## config.mk

```make
export PLATFORM = sky130hd
export DESIGN_NAME = ufetch_seq
export DESIGN_NICKNAME = d
export VERILOG_FILES = /design/src/rtl/ufetch_seq_pkg.sv /design/src/rtl/ufetch_seq_uaddr.sv /design/src/rtl/ufetch_seq_crom.sv /design/src/rtl/ufetch_seq_umbr.sv /design/src/rtl/ufetch_seq.sv
export SDC_FILE = /design/constraint.sdc
export NUM_CORES = 1
export LEC_CHECK = 0
export ABC_AREA = 0
export BUFFER_PORTS_ARGS = -buffer_cell sky130_fd_sc_hd__buf_2
export CAP_MARGIN = 10
export CORE_AREA = 4 4 41 43
export CTS_CLUSTER_DIAMETER = 60
export CTS_CLUSTER_SIZE = 25
export DETAILED_ROUTE_END_ITERATION = 10
export DIE_AREA = 0 0 45 47
export PLACE_DENSITY = 0.51
export SYNTH_ARGS = -nofsm -noshare
export SYNTH_HDL_FRONTEND = slang
export SYNTH_SLANG_ARGS = --single-unit
```

## constraint.sdc

```tcl
create_clock -name clk_i -period 1.15 [get_ports clk_i]
set_input_delay 0.2875 -clock clk_i [delete_from_list [all_inputs] [get_ports clk_i]]
set_output_delay 0.2875 -clock clk_i [all_outputs]
set_load 0.02 [all_outputs]
```

## src/rtl/ufetch_seq_pkg.sv

```systemverilog
package ufetch_seq_pkg;

  localparam int UWORD_W = 10;

  // field order is fixed: bit 9 .. bit 0
  typedef struct packed {
    logic pc_to_b1;
    logic one_to_b2;
    logic mbr_to_b2;
    logic b3_to_mar;
    logic b3_to_pc;
    logic b3_to_ir;
    logic alu_add;
    logic alu_pass1;
    logic alu_pass2;
    logic mem_read;
  } uword_t;

  localparam logic [UWORD_W-1:0] UW_ADDR_RD = 10'h245;
  localparam logic [UWORD_W-1:0] UW_PC_INC  = 10'h328;
  localparam logic [UWORD_W-1:0] UW_IR_LD   = 10'h092;
  localparam logic [UWORD_W-1:0] UW_NOP     = 10'h000;

endpackage

```

## src/rtl/ufetch_seq_uaddr.sv

```systemverilog
module ufetch_seq_uaddr #(
  parameter int UADDR_W = 4,
  parameter int SEQ_LEN = 3
) (
  input  logic               clk_i,
  input  logic               rst_ni,
  output logic [UADDR_W-1:0] uaddr_o
);
  localparam logic [UADDR_W-1:0] LAST = UADDR_W'(SEQ_LEN - 1);

  logic [UADDR_W-1:0] uaddr_q;

  always_ff @(posedge clk_i or negedge rst_ni) begin
    if (!rst_ni)              uaddr_q <= '0;
    else if (uaddr_q == LAST) uaddr_q <= '0;
    else                      uaddr_q <= uaddr_q + UADDR_W'(1);
  end

  assign uaddr_o = uaddr_q;
endmodule

```

## src/rtl/ufetch_seq_crom.sv

```systemverilog
module ufetch_seq_crom
  import ufetch_seq_pkg::*;
#(
  parameter int UADDR_W = 4
) (
  input  logic [UADDR_W-1:0] addr_i,
  output logic [UWORD_W-1:0] word_o
);
  always_comb begin
    case (int'(addr_i))
      0:       word_o = UW_ADDR_RD;
      1:       word_o = UW_PC_INC;
      2:       word_o = UW_IR_LD;
      default: word_o = UW_NOP;
    endcase
  end
endmodule

```

## src/rtl/ufetch_seq_umbr.sv

```systemverilog
module ufetch_seq_umbr
  import ufetch_seq_pkg::*;
(
  input  logic               clk_i,
  input  logic               rst_ni,
  input  logic [UWORD_W-1:0] word_i,
  output uword_t             word_o
);
  uword_t word_q;

  always_ff @(posedge clk_i or negedge rst_ni) begin
    if (!rst_ni) word_q <= '0;
    else         word_q <= uword_t'(word_i);
  end

  assign word_o = word_q;
endmodule

```

## src/rtl/ufetch_seq.sv

```systemverilog
module ufetch_seq
  import ufetch_seq_pkg::*;
#(
  parameter int UADDR_W = 4,
  parameter int SEQ_LEN = 3
) (
  input  logic               clk_i,
  input  logic               rst_ni,
  output logic               pc_to_b1_o,
  output logic               one_to_b2_o,
  output logic               mbr_to_b2_o,
  output logic               b3_to_mar_o,
  output logic               b3_to_pc_o,
  output logic               b3_to_ir_o,
  output logic               alu_add_o,
  output logic               alu_pass1_o,
  output logic               alu_pass2_o,
  output logic               mem_read_o,
  output logic [UADDR_W-1:0] uaddr_o
);
  logic [UADDR_W-1:0] uaddr;
  logic [UWORD_W-1:0] rom_word;
  uword_t             umbr;

  ufetch_seq_uaddr #(.UADDR_W(UADDR_W), .SEQ_LEN(SEQ_LEN)) u_uaddr (
    .clk_i  (clk_i),
    .rst_ni (rst_ni),
    .uaddr_o(uaddr)
  );

  ufetch_seq_crom #(.UADDR_W(UADDR_W)) u_crom (
    .addr_i(uaddr),
    .word_o(rom_word)
  );

  ufetch_seq_umbr u_umbr (
    .clk_i (clk_i),
    .rst_ni(rst_ni),
    .word_i(rom_word),
    .word_o(umbr)
  );

  assign pc_to_b1_o  = umbr.pc_to_b1;
  assign one_to_b2_o = umbr.one_to_b2;
  assign mbr_to_b2_o = umbr.mbr_to_b2;
  assign b3_to_mar_o = umbr.b3_to_mar;
  assign b3_to_pc_o  = umbr.b3_to_pc;
  assign b3_to_ir_o  = umbr.b3_to_ir;
  assign alu_add_o   = umbr.alu_add;
  assign alu_pass1_o = umbr.alu_pass1;
  assign alu_pass2_o = umbr.alu_pass2;
  assign mem_read_o  = umbr.mem_read;
  assign uaddr_o     = uaddr;
endmodule

```

==> metrics.txt <==
final setup margin a little under 0.04 ns; relative slew slack around 85%; Initial Utilization 25.00%; DRC 0; crit path DAT 0.82 ns; Clock Tree Buf Depth 2; RSZ-0062 raised after global routing false; Crit Path Class reg -> out; fmax 900.4 MHz; slowest cell delay on critical path 0.41 ns; Setup Skew 0.001844 ns; VDD IR-drop max 0.3099 mV; Post-DP HPWL 408.8 µm; I/O pins 16; max_cap viols 0; GRT Total Usage approximately 8.2%; TritonRoute pass-1 iters 3; Mapped Nets 29; critical path required time 0.86 ns; drt total wl ~680 µm; synthesized area per cell 12.05 µm²; Slew Viols, Final 0; IO buf count 15; global-route wire length before repair 1110 µm; Synth cell types 13; Core Rows 13; starting DRC count in detailed routing 4; die height 47 µm; delay-heaviest family, CP flip-flops; met2 routed WL 265 µm; Yosys top cell area share 61.54%; crit path max-delay cell type dfrtp_2; post-synthesis sequential area ratio about three fifths; grt ovf 0; Die Width 45 µm; routed len/inst 11.53 µm; most common cell after layout, fill and taps aside buf_2; # setup viols final 0; Synth Warn # 0; Avg Vias per Cell 4.339; # diodes 0; vias 256; status complete, no violations; clock latency on the worst-skew pair 0.25 ns; Post-Syn Instances 27; fillcell total 139; pre-CTS setup slack 0.1869 ns; Crit. End Element output port; Fin. Hold Viols 0; # nets final 48; commonest non-fill, non-tap cells in the layout 15 x buf_2, 4 x buf_4, 4 x dfrtp_2, 4 x dfrtp_1, 3 x clkbuf_4; ANT nets after route 0; sequential standard cell area 205.2 µm²; DR top layer met4; Startpoint Class register; Reg clk slew, reported paths ~0.050 ns; top post-synthesis cells by area dfrtp_1 62%, buf_4 14%, xnor2_1 5.4%, nand2b_1 3.8%, nor3_2 3.1%; clk root buf clkbuf_4; TritonCTS clock tree yes; Final min period about 1.1 ns; layout cells sized above 1 61.36%; H-Tree Depth 1; initial antenna violation count 0; Yosys top cell by area dfrtp_1; Buf/Inv on CP 1; Routed met3 length between 90 and 100 µm; core area 1301 µm²; CTS Sinks 8; Post-Syn Area 325.3 µm²; number of global-route vias before repair ~230; total CTS buffers 3; DRT met1 WL 304 µm; synthesized flop and latch total 8; area of the multi-input gates 80.08 µm²; Final TNS setup 0 ns; Cell Chain, Critical Path buf_2; HP Class in -> async; Lkg Pwr 0.2217 nW; worst-path maximum fanout 2; die area 2115 µm²; Area Growth Syn to Fin 35.77%; Routability Congestion between 0.6 and 0.7; Slew @ Worst Pin 0.2187 ns; largest net degree at the start of global routing 9; period utilization 96.58%; pwr/cell area 1136 nW/µm²
per-stage QoR:
stage | power, W | area, µm² | hold slack [ns] | util [%] | instances
2_1_floorplan | 0.0002867 | 325.3 | -0.008091 | - | 27
3_3_place_gp | 0.0002933 | 374.1 | 0.1357 | 28.75 | 51
3_5_place_dp | 0.0002932 | 374.1 | 0.1343 | 28.75 | 51
4_1_cts | 0.0005131 | 441.7 | 0.4010 | 33.94 | 59
5_1_grt | 0.0005313 | 441.7 | 0.4180 | 33.94 | 59
6_report | 0.0005016 | 441.7 | 0.4052 | 33.94 | 59
worst paths after layout:
path | cells after the start | slack [ns] | to | startpoint
worst max register to register | 3 | 0.20 | u_umbr.word_o[3] | u_uaddr.uaddr_o[1]
worst min register to register | 2 | 0.57 | u_uaddr.uaddr_o[0] | u_uaddr.uaddr_o[0]
max in group asynchronous | 2 | 0.56 | u_uaddr.uaddr_o[0] | rst_ni
worst min-delay path | 2 | 0.41 | u_umbr.word_o[1] | rst_ni
worst max-delay path | 1 | 0.04 | uaddr_o[3] | u_uaddr.uaddr_o[3]
min in group clk_i | 2 | 0.57 | u_uaddr.uaddr_o[0] | u_uaddr.uaddr_o[0]
routing by layer:
metal / vias up / GRT usage [%]
met5: - / 0
met4: 0 / 8.772
met3: 2 / 3.448
met2: 17 / 10.45
met1: 119 / 9.647
li1: 118 / -
synthesized netlist by cell type:
master and count:
buf_4 6, dfrtp_1 8, a21oi_1 1, o21ai_0 1, nor3_2 1, xnor2_1 2
nand2b_1 2, and2_1 1, nor4_1 1, nand2_1 1, nor2_1 1, nand3_1 1
nor3_1 1
sequential cells by signal, indices dropped and copies added, names as in the netlist:
register / cells
u_uaddr.uaddr_o: 4
u_umbr.word_o: 4
repair_timing:
| item | in CTS | in global routing |
|---|---|---|
| setup buffers | 4 | 0 |
| hold buffers | 1 | 0 |
| endpoints found under the setup margin | 4 | 0 |
| endpoints found under the hold margin | 8 | 0 |
| gates resized for setup | 4 | 0 |
power by group:
part           internal [W]  leakage, nW    total, W  switching, W
combinational    0.00000346        0.115  0.00000911    0.00000565
clock              0.000119       0.0138    0.000211     0.0000916
sequential         0.000282       0.0931    0.000282             0
area by class of cell:
class / instances / area share, %
Clock buffer: 3 / 5.099
Timing Repair Buffer: 20 / 26.06
Sequential cell: 8 / 46.46
Multi-Input combinational cell: 13 / 18.13
Tap cell: 15 / 4.249
kinds of logic (layout without fill, tap and decap cells):
logic type / after synthesis / after routing / share of synthesized area [%]
xor+xnor: 2 / 2 / 5.386
buf+inv: 6 / 23 / 13.85
flops: 8 / 8 / 61.54
compound gates: 2 / 2 / 3.074
simple gates: 9 / 9 / 16.15
(Power assumes the default switching activity.)
